## config.mk

```make
export PLATFORM = sky130hd
export DESIGN_NAME = sdram_refresh_ctl
export DESIGN_NICKNAME = d
export VERILOG_FILES = /design/src/rtl/sdram_refresh_ctl.sv
export SDC_FILE = /design/constraint.sdc
export NUM_CORES = 1
export LEC_CHECK = 0
export BUFFER_PORTS_ARGS = -buffer_cell sky130_fd_sc_hd__buf_2
export CORE_ASPECT_RATIO = 0.6
export CORE_MARGIN = 2
export CORE_UTILIZATION = 35
export CTS_CLUSTER_SIZE = 14
export DETAILED_ROUTE_END_ITERATION = 7
export PLACE_DENSITY_LB_ADDON = 0.2
export SLEW_MARGIN = 20
export SYNTH_ARGS = -nofsm -noshare
export SYNTH_HDL_FRONTEND = slang
export SYNTH_SLANG_ARGS = --single-unit
```

## constraint.sdc

```tcl
create_clock -name clk -period 1.8 [get_ports clk]
set_input_delay 0 -clock clk [delete_from_list [all_inputs] [get_ports clk]]
set_output_delay 0 -clock clk [all_outputs]
set_load 0.05 [all_outputs]
```

## src/rtl/sdram_refresh_ctl.sv

```systemverilog
module sdram_refresh_ctl #(
  parameter int CW    = 8,
  parameter int TRC_N = 3
) (
  input  logic          clk,
  input  logic          por_n,
  input  logic          rfsh_en,
  input  logic          rmode,
  input  logic [1:0]    rcv,
  input  logic          cnt_wr,
  input  logic [CW-1:0] cnt_wdata,
  input  logic [CW-1:0] cmp,
  input  logic          stby_req,
  input  logic          nmi,
  input  logic          mrst,
  input  logic          acc_busy,
  output logic [CW-1:0] cnt_q,
  output logic          cke,
  output logic          cs_n,
  output logic          ras_n,
  output logic          cas_n,
  output logic          we_n,
  output logic          a10,
  output logic          ref_busy
);
  localparam int TW = (TRC_N > 1) ? $clog2(TRC_N) : 1;

  typedef enum logic [2:0] {S_IDLE, S_TP, S_TRR, S_TRC, S_TRE, S_SR, S_RCV} st_t;

  st_t           st;
  logic          sr_q;
  logic          stby_q;
  logic [TW-1:0] wait_q;
  logic [1:0]    rq;

  wire auto_on = rfsh_en && !rmode;
  wire sr_go   = rfsh_en && rmode;
  wire req     = auto_on && (cnt_q == cmp);
  wire go      = (st == S_IDLE) && !acc_busy && (sr_go || req);
  wire cnt_inc = auto_on && !stby_q && (cnt_q != cmp) && (st != S_SR);

  always_ff @(posedge clk or negedge por_n) begin
    if (!por_n) begin
      cnt_q <= '0;
    end else if (cnt_wr) begin
      cnt_q <= cnt_wdata;
    end else if (st == S_TRE) begin
      cnt_q <= '0;
    end else if (cnt_inc) begin
      cnt_q <= cnt_q + 1'b1;
    end
  end

  always_ff @(posedge clk or negedge por_n) begin
    if (!por_n)               stby_q <= 1'b0;
    else if (nmi || mrst)     stby_q <= 1'b0;
    else if (stby_req)        stby_q <= 1'b1;
  end

  always_ff @(posedge clk or negedge por_n) begin
    if (!por_n) begin
      st     <= S_IDLE;
      sr_q   <= 1'b0;
      wait_q <= '0;
      rq     <= '0;
    end else begin
      case (st)
        S_IDLE: if (go) begin
          st   <= S_TP;
          sr_q <= sr_go;
        end
        S_TP:  st <= S_TRR;
        S_TRR: begin
          if (sr_q) st <= S_SR;
          else begin
            st     <= S_TRC;
            wait_q <= TW'(TRC_N - 1);
          end
        end
        S_TRC: begin
          if (wait_q == '0) st <= S_TRE;
          else wait_q <= wait_q - 1'b1;
        end
        S_TRE: st <= S_IDLE;
        S_SR: if (!rmode) begin
          st <= S_RCV;
          rq <= rcv;
        end
        S_RCV: begin
          if (rq == 2'd0) st <= S_IDLE;
          else rq <= rq - 1'b1;
        end
        default: st <= S_IDLE;
      endcase
    end
  end

  wire pre_c = (st == S_TP);
  wire ref_c = (st == S_TRR);

  assign cs_n     = !(pre_c || ref_c);
  assign ras_n    = !(pre_c || ref_c);
  assign cas_n    = !ref_c;
  assign we_n     = !pre_c;
  assign a10      = pre_c;
  assign cke      = !((st == S_SR) || (ref_c && sr_q));
  assign ref_busy = (st != S_IDLE) || go;

  p_wr_load_r1: assert property (@(posedge clk) disable iff (!por_n)
    cnt_wr |=> (cnt_q == $past(cnt_wdata)));

  p_pre_all_r3: assert property (@(posedge clk) disable iff (!por_n)
    (!cs_n && !ras_n && cas_n && !we_n) |-> (a10 && ref_busy));

  p_pre_then_ref_r3: assert property (@(posedge clk) disable iff (!por_n)
    (!cs_n && !ras_n && cas_n && !we_n) |=> (!cs_n && !ras_n && !cas_n && we_n));

  p_sr_entry_cmd_r5: assert property (@(posedge clk) disable iff (!por_n)
    $fell(cke) |-> (!cs_n && !ras_n && !cas_n && we_n));

  p_sr_busy_r5: assert property (@(posedge clk) disable iff (!por_n)
    !cke |-> ref_busy);

  p_exit_quiet_r6: assert property (@(posedge clk) disable iff (!por_n)
    $rose(cke) |-> (cs_n && ref_busy));

  p_exit_next_quiet_r6: assert property (@(posedge clk) disable iff (!por_n)
    $rose(cke) |=> cs_n);
endmodule

```

==> reports/results.tsv <==
stage	metric	value	unit
setup_path	cp-start-kind	register	
setup_path	r2r_slack	0.05	ns
sta	period_minus_slack	1.79	ns
floorplan	dieHeight	50.1	microns
floorplan	core_area	3320	sq um
synth	synth-edff-count	0	
synth	synth-seq-area-share	0.344	
synth	synthTopCellsByCount	dfrtp_1 (17), nor2_1 (16), nand2_1 (14), a21oi_1 (11), inv_1 (11)	
clock_tree	h-tree-depth	1	
clock_tree	clock_path_buffers	2	
setup_path	end_kind	primary output	
global_routing	antenna_found_initial	0	
synth	muxShareOfSynthArea	0.00809	
route	drt-initial-drc-count	130	
synth	yosysWarnings	0	
setup_path	critPathKind	register to primary output	
setup_path	path_buf_inv	1	
synth	synth.avg_cell_area	8.30	sq um
floorplan	dieArea	4040	sq um
global_routing	grt_pass1_wl	5840	microns
place	port_buffers	41	
final_layout	area_growth_syn_to_layout	45.9	%
sta	fmax	0.557	GHz
setup_path	crit_family	simple AND/OR/NAND/NOR gates	
route	vias	1309	
power	p_leak	0.874	nW
outcome	status	completed	
sta	finalSetupViolations	0	
global_routing	grt_max_degree	18	
final_layout	layout-drive-gt1-share	0.438	
global_routing	overflow	0	
route	wl_per_cell	14.0	microns
sta	slew_headroom	0.647	
route	via_per_inst	5.13	
floorplan	rows	16	
synth	synth_area_leaders	dfrtp_1 (34%), xor2_1 (5.7%), nor2_1 (4.9%)	
route	routed.top_layer	met4	
synth	ys_ff_latch	17	
setup_path	cp.required	1.80	ns
place	finalWeightedCongestion	0.921	
global_routing	track_usage	0.192	
route	wl_met1	1770	microns
route	antenna_left	0	
sta	fin_worst_skew	0.00395	ns
route	wl_met2	1560	microns
synth	synth_fp_nets	179	
worst_hold_path	hp-class	input port to register	
synth	async_reset_ff_frac	1.00	
synth	yosys.area_share.simple	0.264	
setup_path	max_stage_delay	0.43	ns
power	power_density	1450	nW/um^2
sta	finalHoldViolCount	0	
synth	synthCells	149	
setup_path	cp_max_fo	3	
setup_path	path_cells	xor2_2 -> nor4_2 -> a21oi_1 -> nor2b_2 -> or4_4 -> buf_6	
setup_path	arrival	1.79	ns
sta	worstMarginPinSlew	0.524	ns
setup_path	cp_slowest_cell	dfrtp_2	
setup_path	crit_path_start	cnt_q[6]$_DFFE_PN0P_	
final_layout	fin_area	1810	sq um
synth	yosys.cell_types.count	42	
clock_tree	cts_tree	built	
synth	synth-xor-area-share	0.0566	
place	pre_cts_slack	0.0729	ns
route	drc_errors	0	
floorplan	io_pins	42	
floorplan	die_w	80.8	microns
place	place_hpwl	2660	microns
clock_tree	clock_latency	0.26	ns
setup_path	reg2reg_from	st[2]$_DFFE_PN0P_	
final_layout	nNetsFinal	241	
worst_hold_path	hp-start	rcv[1]	
clock_tree	clock_sinks	17	
clock_tree	cts_buffers	3	
power	ir_worst_vdd	0.000708	V
clock_tree	clk_pin_slew	0.07	ns
sta	setup_tns	0	ns
route	wl	3560	microns
global_routing	grt_pass1_vias	1253	
clock_tree	cts_root_buffer	clkbuf_8	
synth	syn_area	1240	sq um
floorplan	initial_utilization	0.372	
route	dr.pass1.iters	4	
synth	synth.most_common_cell	dfrtp_1	
synth	synth_top_family_by_area	simple AND/OR/NAND/NOR gates	
synth	synth.largest_area_cell	dfrtp_1	
final_layout	n_antenna_cell	0	
synth	synth_compound_area_frac	0.226	
route	routed-wl-met3	212	microns
synth	synthAdderAreaFrac	0.0303	
sta	rsz0062_at_grt	true	
sta	worst_slack	0.00552	ns
place	dpl-instance-area	1590	sq um
sta	period_share	0.997	
sta	finalMaxSlewViolations	0	
synth	yosysTopAreaCellShare	0.344	
job	maxCapViolCount	0	
synth	synth_ff_type	dfrtp_1	
-- worst reg2reg max path: cells and delay by family (launching register included) --
family	cells	cell delay, ns
buffers and inverters	1	0.16
AND/OR/NAND/NOR	2	0.70
AO/OA/AOI/OAI	3	0.41
flip-flops	1	0.40
-- cells in the final DEF (no fill, tap or decap), types with 2 or more instances in the layout --
cell and n:
nand2_1 13, a31o_2 2, dlygate4sd3_1 5, a211o_1 2
clkbuf_8 3, a22oi_1 2, a31oi_1 2, a21o_1 3
dfrtp_2 8, nor3b_1 2, nand2b_1 3, a21oi_4 2
nand4_1 2, buf_4 17, dfrtp_1 9, o311a_1 2
a21oi_1 10, buf_2 40, xor2_1 3, a211oi_1 2
ha_1 3, nor4_2 2, o21ai_0 7, nor3_1 7
nand3_1 4, o21ai_1 2, inv_1 10, and3_1 2
buf_6 2, nor2_1 16, xor2_2 5
-- path summary, 6_finish.rpt --
path / to / depth (start not counted)
min in group asynchronous: cnt_q[6]$_DFFE_PN0P_ / 2
max: ref_busy / 6
min reg2reg: rq[0]$_DFFE_PN0P_ / 1
max in group asynchronous: cnt_q[1]$_DFFE_PN0P_ / 2
max reg2reg: cnt_q[4]$_DFFE_PN0P_ / 6
min: rq[1]$_DFFE_PN0P_ / 3
-- cell families after synthesis --
family,after synthesis
XOR/XNOR,8
multiplexers,1
flip-flops,17
buffers and inverters,19
AO/OA/AOI/OAI,41
AND/OR/NAND/NOR,60
adder cells (fa/ha/maj),3
-- metal layers --
metal | vias to the layer above | global-route usage
met5 | - | 0
met4 | 0 | 0.0339
met3 | 5 | 0.0476
met2 | 45 | 0.297
met1 | 613 | 0.274
li1 | 646 | -
-- what timing repair did --
item | 4_1_cts | 5_1_grt
hold buffers | 5 | 0
endpoints found under the setup margin | 1 | 2
gates resized for setup | 8 | 4
pin swaps | 3 | 2
endpoints found under the hold margin | 20 | 0
setup buffers | 3 | 4
-- cell type report --
class                      count  area [sq um]
clock inverter                 1          5.00
timing repair buffer          65           420
clock buffer                   3          41.3
sequential                    17           435
fill                         311          1520
multi-input combinational    113           802
tap                           45          56.3
inverter                      11          45.0
-- through the flow --
step                       util  hold WS [ns]  cells  power, mW
after floorplan               -        -0.296    149       1.78
after global placement    0.479       -0.0571    239       2.15
after detailed placement  0.479       -0.0337    239       2.19
after CTS                 0.528        0.0118    251       2.55
after global routing      0.543        0.0227    255       2.80
final                     0.543        0.0141    255       2.61
-- registers in the layout, indices dropped and copies added, names as in the netlist --
register	flops
st	3
cnt_q	8
stby_q	1
sr_q	1
wait_q	2
rq	2
-- report_power, final --
part	internal [mW]	switching, mW	leakage (nW)
clock network	0.154	0.138	0.0255
logic	0.628	1.09	0.647
registers	0.511	0.0885	0.201
Power figures use the tool's default switching activity.
